===== src/rtl/bcq_pkg.sv =====
package bcq_pkg;

  localparam logic [1:0] KIND_REG   = 2'd0;
  localparam logic [1:0] KIND_PC    = 2'd1;
  localparam logic [1:0] KIND_PCFN  = 2'd2;
  localparam logic [1:0] KIND_REG_B = 2'd3;

  typedef enum logic [1:0] {
    ST_IDLE  = 2'd0,
    ST_DRAIN = 2'd1,
    ST_DONE  = 2'd2
  } drain_state_e;

  function automatic logic kind_is_pc(input logic [1:0] kind);
    return (kind == KIND_PC) || (kind == KIND_PCFN);
  endfunction

  // Decide whether an entry survives the exception filter.
  function automatic logic entry_survives(input logic pending,
                                          input logic addr_hit,
                                          input logic is_fp,
                                          input logic fatal_bits,
                                          input logic force_flag);
    if (!(pending && addr_hit)) return 1'b1;
    if (is_fp) return !fatal_bits;
    return force_flag;
  endfunction

endpackage


===== src/rtl/bcq_store.sv =====
module bcq_store #(
  parameter int DEPTH = 16,
  parameter int EW    = 40,
  localparam int PW   = (DEPTH > 1) ? $clog2(DEPTH) : 1,
  localparam int CW   = PW + 1
) (
  input  logic          clk,
  input  logic          rst_n,
  input  logic          clr,
  input  logic          push,
  input  logic [EW-1:0] push_data,
  input  logic [PW-1:0] rd_idx,
  output logic [EW-1:0] rd_data,
  output logic [CW-1:0] count,
  output logic          ovf
);

  logic [EW-1:0] slot_q [DEPTH];
  logic          full;
  logic          accept;

  assign full   = (count == CW'(DEPTH));
  assign accept = push && !clr && !full;

  genvar g;
  generate
    for (g = 0; g < DEPTH; g++) begin : g_slot
      always_ff @(posedge clk or negedge rst_n) begin
        if (!rst_n)                               slot_q[g] <= '0;
        else if (accept && (count == CW'(g)))     slot_q[g] <= push_data;
      end
    end
  endgenerate

  always_ff @(posedge clk or negedge rst_n) begin
    if (!rst_n)      count <= '0;
    else if (clr)    count <= '0;
    else if (accept) count <= count + CW'(1);
  end

  always_ff @(posedge clk or negedge rst_n) begin
    if (!rst_n)                     ovf <= 1'b0;
    else if (push && !clr && full)  ovf <= 1'b1;
  end

  assign rd_data = slot_q[rd_idx];

  assert_count_bound_R12: assert property (@(posedge clk) disable iff (!rst_n)
    count <= CW'(DEPTH));

endmodule


===== src/rtl/bcq_filter.sv =====
module bcq_filter #(
  parameter int           AW       = 16,
  parameter int           FW       = 8,
  parameter logic [FW-1:0] TOL_MASK = 8'h07
) (
  input  logic          exc_pending,
  input  logic [AW-1:0] exc_addr,
  input  logic          exc_is_fp,
  input  logic [FW-1:0] exc_mask,
  input  logic [AW-1:0] ent_addr,
  input  logic          ent_force,
  output logic          keep
);
  import bcq_pkg::*;

  logic addr_hit;
  logic fatal_bits;

  assign addr_hit   = (ent_addr == exc_addr);
  assign fatal_bits = |(exc_mask & ~TOL_MASK);
  assign keep       = entry_survives(exc_pending, addr_hit, exc_is_fp,
                                     fatal_bits, ent_force);
endmodule


===== src/rtl/bundle_commit_queue.sv =====
module bundle_commit_queue #(
  parameter int            AW       = 16,
  parameter int            DW       = 16,
  parameter int            IW       = 5,
  parameter int            FW       = 8,
  parameter int            DEPTH    = 16,
  parameter logic [AW-1:0] RESET_PC = 16'h0100
) (
  input  logic          clk,
  input  logic          rst_n,
  input  logic          bundle_start,
  input  logic          enq_valid,
  input  logic [AW-1:0] enq_addr,
  input  logic [1:0]    enq_kind,
  input  logic [IW-1:0] enq_idx,
  input  logic [DW-1:0] enq_value,
  input  logic          enq_force,
  input  logic          exc_set,
  input  logic [AW-1:0] exc_addr,
  input  logic          exc_is_fp,
  input  logic [FW-1:0] exc_mask,
  input  logic          link_req,
  input  logic          commit,
  output logic          busy,
  output logic          rf_we,
  output logic [IW-1:0] rf_idx,
  output logic [DW-1:0] rf_data,
  output logic [AW-1:0] cur_addr,
  output logic [AW-1:0] pc_out,
  output logic          link_we,
  output logic [AW-1:0] link_data,
  output logic          done,
  output logic          overflow
);
  import bcq_pkg::*;

  localparam int PW = (DEPTH > 1) ? $clog2(DEPTH) : 1;
  localparam int CW = PW + 1;
  localparam int EW = AW + 2 + IW + DW + 1;
  localparam logic [FW-1:0] TOL_MASK = FW'(3'b111);

  drain_state_e  state_q;
  logic [PW-1:0] rd_ptr_q;
  logic [CW-1:0] count;
  logic [EW-1:0] head;
  logic          pc_taken_q;
  logic [AW-1:0] pc_next_q;
  logic [AW-1:0] pc_q;
  logic          link_flag_q;
  logic          exc_pending_q;
  logic [AW-1:0] exc_addr_q;
  logic          exc_fp_q;
  logic [FW-1:0] exc_mask_q;

  // Named internal events
  logic          idle;
  logic          draining;
  logic          push_ok;
  logic          clear_queue;
  logic          ent_keep;
  logic          ent_is_pc;
  logic          apply_pc;
  logic          last_entry;

  logic [AW-1:0] ent_addr;
  logic [1:0]    ent_kind;
  logic [IW-1:0] ent_idx;
  logic [DW-1:0] ent_value;
  logic          ent_force;

  assign idle        = (state_q == ST_IDLE);
  assign draining    = (state_q == ST_DRAIN);
  assign push_ok     = enq_valid && idle;
  assign clear_queue = bundle_start || (state_q == ST_DONE);

  bcq_store #(.DEPTH(DEPTH), .EW(EW)) u_store (
    .clk       (clk),
    .rst_n     (rst_n),
    .clr       (clear_queue),
    .push      (push_ok),
    .push_data ({enq_addr, enq_kind, enq_idx, enq_value, enq_force}),
    .rd_idx    (rd_ptr_q),
    .rd_data   (head),
    .count     (count),
    .ovf       (overflow)
  );

  assign {ent_addr, ent_kind, ent_idx, ent_value, ent_force} = head;

  bcq_filter #(.AW(AW), .FW(FW), .TOL_MASK(TOL_MASK)) u_filter (
    .exc_pending (exc_pending_q),
    .exc_addr    (exc_addr_q),
    .exc_is_fp   (exc_fp_q),
    .exc_mask    (exc_mask_q),
    .ent_addr    (ent_addr),
    .ent_force   (ent_force),
    .keep        (ent_keep)
  );

  assign ent_is_pc  = kind_is_pc(ent_kind);
  assign apply_pc   = draining && ent_keep && ent_is_pc && !pc_taken_q;
  assign last_entry = (CW'(rd_ptr_q) + CW'(1)) == count;

  assign busy      = !idle;
  assign rf_we     = draining && ent_keep && !ent_is_pc;
  assign rf_idx    = ent_idx;
  assign rf_data   = ent_value;
  assign cur_addr  = draining ? ent_addr : '0;
  assign done      = (state_q == ST_DONE);
  assign link_we   = done && link_flag_q;
  assign link_data = pc_q;
  assign pc_out    = pc_q;

  // Drain sequencer
  always_ff @(posedge clk or negedge rst_n) begin
    if (!rst_n) begin
      state_q    <= ST_IDLE;
      rd_ptr_q   <= '0;
      pc_taken_q <= 1'b0;
      pc_next_q  <= '0;
      pc_q       <= RESET_PC;
    end else begin
      unique case (state_q)
        ST_IDLE: if (commit) begin
          rd_ptr_q   <= '0;
          pc_taken_q <= 1'b0;
          state_q    <= (count == '0) ? ST_DONE : ST_DRAIN;
        end
        ST_DRAIN: begin
          if (apply_pc) begin
            pc_taken_q <= 1'b1;
            pc_next_q  <= AW'(ent_value);
          end
          if (last_entry) state_q  <= ST_DONE;
          else            rd_ptr_q <= rd_ptr_q + PW'(1);
        end
        ST_DONE: begin
          if (pc_taken_q) pc_q <= pc_next_q;
          state_q <= ST_IDLE;
        end
        default: state_q <= ST_IDLE;
      endcase
    end
  end

  // Bundle context: exception descriptor and link request
  always_ff @(posedge clk or negedge rst_n) begin
    if (!rst_n) begin
      link_flag_q   <= 1'b0;
      exc_pending_q <= 1'b0;
      exc_addr_q    <= '0;
      exc_fp_q      <= 1'b0;
      exc_mask_q    <= '0;
    end else if (bundle_start) begin
      link_flag_q   <= 1'b0;
      exc_pending_q <= 1'b0;
    end else begin
      if (done)          link_flag_q <= 1'b0;
      else if (link_req) link_flag_q <= 1'b1;
      if (exc_set) begin
        exc_pending_q <= 1'b1;
        exc_addr_q    <= exc_addr;
        exc_fp_q      <= exc_is_fp;
        exc_mask_q    <= exc_mask;
      end
    end
  end

  assert_we_in_drain_R2: assert property (@(posedge clk) disable iff (!rst_n)
    rf_we |-> busy);

  assert_pc_hold_R4: assert property (@(posedge clk) disable iff (!rst_n)
    !done |=> $stable(pc_out));

  assert_link_on_done_R9: assert property (@(posedge clk) disable iff (!rst_n)
    link_we |-> done);

  assert_done_pulse_R10: assert property (@(posedge clk) disable iff (!rst_n)
    done |=> !done);

  assert_ovf_sticky_R12: assert property (@(posedge clk) disable iff (!rst_n)
    overflow |=> overflow);

endmodule


===== config.mk =====
export PLATFORM = sky130hd
export DESIGN_NAME = bundle_commit_queue
export DESIGN_NICKNAME = d
export VERILOG_FILES = /design/src/rtl/bcq_pkg.sv /design/src/rtl/bcq_store.sv /design/src/rtl/bcq_filter.sv /design/src/rtl/bundle_commit_queue.sv
export SDC_FILE = /design/constraint.sdc
export NUM_CORES = 1
export LEC_CHECK = 0
export BUFFER_PORTS_ARGS = -buffer_cell sky130_fd_sc_hd__clkbuf_2
export CAP_MARGIN = 20
export CORE_MARGIN = 4
export CORE_UTILIZATION = 65
export DETAILED_ROUTE_END_ITERATION = 12
export PLACE_DENSITY = 0.9
export SLEW_MARGIN = 20
export SYNTH_ARGS = -nofsm -noshare
export SYNTH_HDL_FRONTEND = slang
export SYNTH_SLANG_ARGS = --single-unit

===== constraint.sdc =====
create_clock -name clk -period 7.3 [get_ports clk]
set_clock_uncertainty 0.2 [all_clocks]
set_input_delay 0.365 -clock clk [delete_from_list [all_inputs] [get_ports clk]]
set_output_delay 0.365 -clock clk [all_outputs]
set_load 0.05 [all_outputs]

# After elaboration in Yosys (flattened, before gate mapping)
# Cells that the tools add are included.
[op_classes]
bitwise = 2
add_sub_neg = 3
magnitude_cmp = 1
n_shift = 0
mul = 0
reduce_logical = 47
muxes = 27
eq_ne = 26
div = 0
[ops]
columns = ["cell", "count"]
rows = [
  ["$bmux 40 s4", 1],
  ["$mux 40", 2],
  ["$eq 5x4->1 const B", 8],
  ["$logic_and 1x1->1", 26],
  ["$eq 5x3->1 const B", 4],
  ["$eq 16x16->1", 1],
  ["$mux 16", 1],
  ["$mux 1", 13],
  ["$eq 5x2->1 const B", 2],
  ["$mux 5", 2],
  ["$mux 4", 2],
  ["$pmux 4 s2", 1],
  ["$reduce_and 2->1", 4],
  ["$logic_not 1->1", 6],
  ["$mux 2", 3],
  ["$reduce_and 3->1", 2],
  ["$reduce_bool 2->1", 3],
  ["$add 4x1->5 const B", 1],
  ["$add 5x1->5 const B", 1],
  ["$eq 5x1->1 const B", 1],
  ["$eq 5x5->1", 1],
  ["$eq 5x5->1 const B", 1],
  ["$ge 5x5->1 const B", 1],
  ["$logic_not 5->1", 1],
  ["13 further kinds", 18],
]
[totals]
latchBits = 0
n_memories = 0
rom_bits = 0
word_cells = 134
ram_bits = 0
inputBits = 72
reg_bits = 712

# Depth between registers and ports, before layout
# Gate-level depths: netlist of run 1.
[depth]
depth_word = 15
depth_mapped = 13
ltp_nobuf = 9

# Hierarchy
# From an unflattened synthesis of run 1, not the netlist that was laid out.
[unflattened]
hier_cells = 2029
area_unflattened_um2 = 32382.3
[by_module_without_submodules]
columns = ["mod", "cells_each", "area_each_um2", "seq_area_each_um2", "instances"]
rows = [
  ["bcq_store", 1784, 29265.6, 16165.5, 1],
  ["bundle_commit_queue", 219, 2911.5, 1652.8, 1],
  ["bcq_filter", 26, 205.2, 0.0, 1],
]

# Worst setup path after synthesis of run 1
# Ideal clock, no wire load.
[synth_timing]
path_type = "flip-flop to output port"
from = "register rd_ptr_q[3]"
to = "output cur_addr[15]"
path_stages_with_launch = 10
path_buffers = 7
arrival_time_ns = 3.468
setup_slack_ns = 3.267
required_time_ns = 6.735
path_cell_list = "dfrtp_1 buf_2 buf_2 buf_1 buf_2 buf_2 buf_1 clkbuf_1 nor2_1 a311oi_1"
[synth_via]
elab_chain_len = 5
[synth_lines]
columns = ["item", "line_no", "source"]
rows = [
  ["start: declaration", "bundle_commit_queue.sv:43", "logic [PW-1:0] rd_ptr_q;"],
  ["start signal: assignment", "bundle_commit_queue.sv:135", "else rd_ptr_q <= rd_ptr_q + PW'(1);"],
  ["$not 4->5 (not written as such)", "bcq_store.sv:46", "assign rd_data = slot_q[rd_idx];"],
  ["$bmux 40 s4", "bcq_store.sv:46", ""],
  ["$mux 40 (not written as such) (2 in a row)", "bcq_store.sv:46", ""],
  ["$mux 16", "bundle_commit_queue.sv:108", "assign cur_addr = draining ? ent_addr : '0;"],
  ["end: declaration", "bundle_commit_queue.sv:28", "output logic [AW-1:0] cur_addr,"],
]
# No other way between the ends. The select of a mux whose other input is x is not followed.

# Worst setup path after layout of run 1
[layout_timing]
from = "register rd_ptr_q[0]"
to = "output rf_we"
[layout_via]
elab_chain_len = 9
word_cells_on_any_way = 14
classes_between = "eq/ne: 3; mux: 5; bitwise: 1; reduce/logical: 5"
[layout_lines]
columns = ["item", "line_no", "source"]
rows = [
  ["$not 4->5 (not written as such) (*)", "bcq_store.sv:46", ""],
  ["$bmux 40 s4 (*)", "bcq_store.sv:46", ""],
  ["$mux 40 (not written as such) (*) (2 in a row)", "bcq_store.sv:46", ""],
  ["$eq 16x16->1", "bcq_filter.sv:19", "assign addr_hit = (ent_addr == exc_addr);"],
  ["$logic_and 1x1->1", "bcq_pkg.sv:24", "if (!(pending && addr_hit)) return 1'b1;"],
  ["$mux 1", "bcq_pkg.sv:25", "if (is_fp) return !fatal_bits;"],
  ["$logic_and 1x1->1", "bundle_commit_queue.sv:105", "assign rf_we = draining && ent_keep && !ent_is_pc;"],
  ["$logic_and 1x1->1 (*)", "bundle_commit_queue.sv:105", ""],
  ["end: declaration", "bundle_commit_queue.sv:25", "output logic rf_we,"],
]
# Mark *: on every way between the ends. The rest lies on a longest branch, timed or not. The select of a mux whose other input is x is not followed.

==> results of run 1 <==
area by class of cell:
| class | instances | share of cell area, % |
|---|---|---|
| antenna | 2 | 0.0139 |
| clock buffer | 109 | 6.19 |
| clock inverter | 21 | 0.564 |
| inverter | 8 | 0.0831 |
| multi-input combinational | 1156 | 38.1 |
| sequential | 709 | 49.1 |
| tap | 664 | 2.30 |
| timing repair buffer | 207 | 3.63 |
flip-flops by register name, summed over array words and instances (netlist names), 2 cells and up:
register	flops
u_store.slot_q	640
exc_addr_q	16
link_data	16
pc_next_q	16
exc_mask_q	5
u_store.count	5
rd_ptr_q	4
state_q	2
cell families after synthesis:
family / share of synthesized area [%]
muxes: 37.9
DFF: 54.9
buffers and inverters: 2.63
and+or+nand+nor: 2.28
AOI/OAI and AO/OA: 1.40
xor gates and xnor gates: 0.651
adders and majority gates: 0.232
layer usage:
metal	track usage, %	vias up
li1	-	7814
met1	40.5	10364
met2	50.3	727
met3	6.05	194
met4	10.4	2
met5	0	-
how the worst max path moves through the flow:
stage                                        from                        end  slack, ns  depth (start not counted)
after floorplan           rd_ptr_q[3]$_DFFE_PN0P_               cur_addr[15]       3.27                          9
after global placement    rd_ptr_q[0]$_DFFE_PN0P_  pc_next_q[14]$_DFFE_PN0P_       2.53                         10
after detailed placement  rd_ptr_q[1]$_DFFE_PN0P_   pc_next_q[7]$_DFFE_PN0P_       2.43                          9
after CTS                 rd_ptr_q[1]$_DFFE_PN0P_                      rf_we       1.95                          9
after global routing      rd_ptr_q[1]$_DFFE_PN0P_                      rf_we       1.80                          9
final                     rd_ptr_q[0]$_DFFE_PN0P_                      rf_we       2.01                         10
worst max-delay path, delay by kind of cell, from the launching register on:
kind	cells	cell delay (ns)
DFF	1	0.63
xor gates and xnor gates	1	0.15
and+or+nand+nor	4	1.12
muxes	1	0.63
AOI/OAI and AO/OA	2	0.60
buffers and inverters	2	0.96
power by group:
group	total, mW	internal, mW	leakage, nW	switching (mW)
Sequential	4.73	4.38	9.63	0.343
Combinational	3.36	1.35	6.54	2.01
Clock	3.75	2.22	1.21	1.53
metrics by stage:
| stage | std cells | total power, mW |
|---|---|---|
| 2_1_floorplan | 2058 | 7.25 |
| 3_3_place_gp | 2715 | 7.97 |
| 3_5_place_dp | 2716 | 8.12 |
| 4_1_cts | 2874 | 11.9 |
| 5_1_grt | 2876 | 12.3 |
| 6_report | 2876 | 11.8 |
synth_stat cells, types with 4 or more instances:
cell type / count / share of area, %
a211oi_1: 9 / 0.21
a21oi_1: 6 / 0.093
and2_1: 6 / 0.12
and3_1: 4 / 0.077
buf_1: 22 / 0.26
buf_2: 18 / 0.28
buf_4: 23 / 0.53
clkbuf_1: 120 / 1.4
dfrtp_1: 708 / 55
ha_1: 6 / 0.23
inv_1: 6 / 0.070
mux2_2: 706 / 25
mux2i_1: 43 / 1.3
mux4_2: 167 / 12
nand2_1: 48 / 0.56
nand2b_1: 6 / 0.12
nor2_1: 32 / 0.37
nor2b_1: 17 / 0.33
nor3_1: 12 / 0.19
nor3b_1: 7 / 0.16
o21ai_0: 6 / 0.093
xnor2_1: 14 / 0.38
xor2_1: 10 / 0.27
==> impl_metrics.tcl, run 1 <==
set metrics [dict create \
    port_buffers 142 \
    cts_root_buf "clkbuf_16" \
    power_density_nw_per_um2 328 \
    post-route-period-util_pct 72.5 \
    drt_pass1_iterations 5 \
    grt_util_all_layers_pct 30.2 \
    worstSetupEndpointType "output pin" \
    dp_hpwl_um 46000 \
    via_per_inst 6.64 \
    critPathArrivalTime_ns 4.73 \
    rr_endpoint "pc_next_q[11]$_DFFE_PN0P_" \
    yosysSeqAreaShare_pct 54.9 \
    postRouteAntennaNets 0 \
    crit_path_start_kind "flip-flop" \
    r2r_cells 10 \
    dieHeight_um 231 \
    max_freq_mhz 189 \
    synth_edf_count 0 \
    worstSetupPathType "reg -> out" \
    critical_path.cell_chain "buf_4 > mux4_2 > xor2_1 > and3_1 > a2111oi_2 > o2111ai_1 > or4_4 > nor3_1 > nor3_1 > clkbuf_2" \
    final_layout_size_suffix_gt1_share_pct 54.3 \
    path_max_fanout 45 \
    wl_met1_um 31300 \
    cpMostUsedCell "nor3_1" \
    timing.hold.ws_ns 0.0437 \
    dr_wl_met2_um 40400 \
    fin_ws_ns 2.01 \
    wl_met3_um 5140 \
    hold_viol 0 \
    fin_util_pct 73.7 \
    status "finished clean" \
    final_common_cell "mux2_2" \
    design_area_um2 36100 \
    syn_area_um2 32300 \
    syn2layout_area_growth_pct 11.8 \
    post-cts-setup-buffer-count 0 \
    grt_pass1_wl_um 123000 \
    post_cts_resized 0 \
    nFillCells 2814 \
    final_cell_mix "mux2_2 (706), dfrtp_1 (704), mux4_2 (167)" \
    place_ws_ns 2.43 \
    multi_input_area_um2 13800 \
    irDropWorstVdd_v 0.000302 \
    drv_slew 0 \
    num_vias 19101 \
    top_layer "met5" \
    drt-initial-drc-count 1687 \
    wl_um 79500 \
    postSynthAreaPerCell_um2 15.7 \
    antenna_found_initial 3 \
    max_cap_violations 0 \
    synth.distinct_cells 61 \
    ys_warn_count 0 \
    synth_flop_cell "dfrtp_1" \
    final-setup-viol-count 0 \
    wire_per_inst_um 27.6 \
    fin_crit_ns 5.29 \
    cts_tree "done" \
    cts-buffers-inserted 72 \
    initial_core_util_pct 65.9 \
    clk_pin_slew_ns 0.06 \
    critPathSlowestCell "buf_4" \
    rsz0062_at_grt "false" \
    postCtsHoldBufs 28 \
    placed_cell_area_um2 33400 \
    synth_fp_nets 2136 \
    hold_depth 2 \
    ios 146 \
    final_nets 2232 \
    setup-tns-final_ns 0 \
    crit_required_ns 6.73 \
    overflow 0 \
    fp.dieW_um 231 \
    syn_inst 2058 \
    ys_ff_latch 709 \
    holdPathEnd "u_store.slot_q[258]$_DFFE_PN0P_" \
    r2r_slack_ns 2.43 \
    grt_max_degree 161 \
    clock_sinks 709 \
    worst_skew_pair.late_latency_ns 0.61 \
    cpPeakStageDelay_ns 0.69 \
    die_area_um2 53300 \
    grt_pass1_vias 20844 \
    hold_class "in -> reg" \
    hold_path.startpoint "enq_idx[1]" \
    htreeDepth 3 \
    async_flop_share_pct 100 \
    r2r_start "rd_ptr_q[0]$_DFFE_PN0P_" \
    drc 0 \
    clk_path_buf_depth 3 \
    num_rows 81 \
    core_um2 49100 \
    relSlewSlack_pct 31.7 \
    gp_congestion 0.840 \
    p_leak_nw 17.4 \
    regArea_um2 17800 \
    worstMarginPinSlew_ns 1.02 \
]
Power figures use the tool's default switching activity.
==> run 2: changes to the inputs <==
--- a/config.mk
+++ b/config.mk
@@ -8,9 +8,9 @@
 export BUFFER_PORTS_ARGS = -buffer_cell sky130_fd_sc_hd__clkbuf_2
 export CAP_MARGIN = 20
 export CORE_MARGIN = 4
-export CORE_UTILIZATION = 65
+export CORE_UTILIZATION = 62
 export DETAILED_ROUTE_END_ITERATION = 12
-export PLACE_DENSITY = 0.9
+export PLACE_DENSITY = 0.86
 export SLEW_MARGIN = 20
 export SYNTH_ARGS = -nofsm -noshare
 export SYNTH_HDL_FRONTEND = slang
==> constraint.sdc (replaced) <==
create_clock -name clk -period 4.9 [get_ports clk]
set_clock_uncertainty 0.2 [all_clocks]
set_input_delay 0.245 -clock clk [delete_from_list [all_inputs] [get_ports clk]]
set_output_delay 0.245 -clock clk [all_outputs]
set_load 0.05 [all_outputs]
==> run 2 against run 1 <==
Compared with the run above:
- worst hold slack improved by 0.023 ns
- flip-flop and latch count unchanged
- sequential share of layout area decreased by 0.81 points
==> impl_metrics.tcl, run 2 (synthesis results as in run 1) <==
set metrics [dict create \
    status "finished clean" \
    p_int_mw 11.8 \
    path_max_fanout 35 \
    port_buffers 142 \
    irDropWorstVdd_v 0.000569 \
    grt_max_degree 163 \
    drv_slew 0 \
    crit_path_start_kind "flip-flop" \
    clk_path_buf_depth 3 \
    initial_core_util_pct 62.9 \
    final_nets 2295 \
    clk_pin_slew_ns 0.06 \
    critPathArrivalTime_ns 4.37 \
    relSlewSlack_pct 24.2 \
    dp_hpwl_um 46100 \
    fp.dieW_um 236 \
    p_sw_mw 5.84 \
    htreeDepth 3 \
    cts_root_buf "clkbuf_16" \
    dieHeight_um 236 \
    worstSetupPathType "reg -> out" \
    fin_crit_ns 4.82 \
    die_area_um2 55800 \
    power_density_nw_per_um2 480 \
    via_per_inst 6.50 \
    syn2layout_area_growth_pct 13.7 \
    fin_ws_ns 0.0824 \
    cpMostUsedCell "nor3_1" \
    p_sw_share_pct 33.1 \
    max_freq_mhz 208 \
    total_power_mw 17.6 \
    drc 0 \
    drt-initial-drc-count 1823 \
    worstSetupEndpointType "output pin" \
    clock_sinks 709 \
    nFillCells 3091 \
    worst_skew_pair.late_latency_ns 0.63 \
    overflow 0 \
    largest_reg_flops 640 \
    rsz0062_at_grt "false" \
    critPathSlowestCell "dfrtp_4" \
    final-setup-viol-count 0 \
    ios 146 \
    regArea_um2 17800 \
    wire_per_inst_um 27.0 \
    crit_required_ns 4.45 \
    post-route-period-util_pct 98.3 \
    final_cell_mix "mux2_2 (706), dfrtp_1 (704), mux4_2 (167)" \
    largest_register "u_store.slot_q" \
    critical_path.cell_chain "buf_12 > mux4_2 > mux2_2 > mux2i_1 > nand2_1 > and3b_1 > nand4_1 > nor3_1 > nor3_1 > clkbuf_2" \
    cts_tree "done" \
    fin_util_pct 71.5 \
    grt_util_all_layers_pct 28.6 \
    setup-tns-final_ns 0 \
    max_cap_violations 0 \
    num_vias 19174 \
    antenna_found_initial 4 \
    cts-buffers-inserted 73 \
    drt_pass1_iterations 6 \
    grt_pass1_vias 20944 \
    place_ws_ns 0.370 \
    p_clk_share_pct 30.8 \
    worstMarginPinSlew_ns 1.14 \
    wl_um 79800 \
    cpPeakStageDelay_ns 0.70 \
    hold_class "in -> async" \
    post-place-cells 2749 \
    gp_congestion 0.840 \
    final_common_cell "mux2_2" \
    postRouteAntennaNets 0 \
    hold_viol 0 \
    core_um2 51400 \
    multi_input_area_um2 13800 \
    finalNonFillerCells 2952 \
    power_frac_comb_pct 29.5 \
    p_leak_nw 17.6 \
    final_layout_size_suffix_gt1_share_pct 53.3 \
    power_frac_seq_pct 39.6 \
    grt_pass1_wl_um 123000 \
    num_rows 83 \
]
## run 2: final timing paths
path / start / endpoint / slack (ns) / cells after the start
worst min-delay path: rst_n / u_store.slot_q[387]$_DFFE_PN0P_ / 0.07 / 2
worst max-delay path: rd_ptr_q[1]$_DFFE_PN0P_ / rf_we / 0.08 / 10
worst min register to register: u_store.ovf$_DFFE_PN0P_ / u_store.ovf$_DFFE_PN0P_ / 0.27 / 1
worst max register to register: rd_ptr_q[1]$_DFFE_PN0P_ / pc_next_q[11]$_DFFE_PN0P_ / 0.61 / 10
min in group clk: link_req / link_flag_q$_DFFE_PN0P_ / 0.20 / 3
max in group asynchronous: rst_n / u_store.slot_q[390]$_DFFE_PN0P_ / 3.01 / 3
## run 2: final cells by class
| type | count | share of cell area, % |
|---|---|---|
| multi-input cells | 1156 | 37.5 |
| inverters | 8 | 0.0817 |
| well taps | 680 | 2.32 |
| clock buffers | 104 | 5.62 |
| clock inverters | 24 | 0.725 |
| repair buffers | 269 | 5.46 |
| flip-flops and latches | 709 | 48.3 |
| diodes | 2 | 0.0136 |
## run 2: repair_timing
action | CTS | global route
setup buffers | 0 | 4
endpoints found under the setup margin | 1 | 5
hold buffers | 69 | 0
endpoints found under the hold margin | 763 | 0
gates resized for setup | 1 | 0
## run 2: metrics by stage
stage	cell area, um2	hold slack, ns
2_1_floorplan	32300	-0.251
3_3_place_gp	33600	0.131
3_5_place_dp	33600	0.140
4_1_cts	36700	0.0695
5_1_grt	36700	0.103
6_report	36700	0.0666
## run 2: layer usage
metal,GRT usage [%],vias to the layer above,wire [um]
li1,-,7947,-
met1,39.3,10301,32400
met2,46.6,737,39400
met3,5.80,185,5300
met4,9.62,4,2590
met5,0,-,20
## run 2: worst max-delay path: cells and delay by family, from the launching register on
kind / cells / cell delay (ns)
muxes: 3 / 1.33
and+or+nand+nor: 5 / 1.00
DFF: 1 / 0.70
buffers and inverters: 2 / 0.70
## run 2: power by group through the flow
stage,clock network [mW],registers [mW],logic (mW)
after CTS,5.50,7.00,5.14
after global routing,5.75,7.05,5.49
after detailed placement,0,7.10,5.06
after floorplan,0,7.05,3.76
after global placement,0,7.03,4.95
final,5.44,6.99,5.21
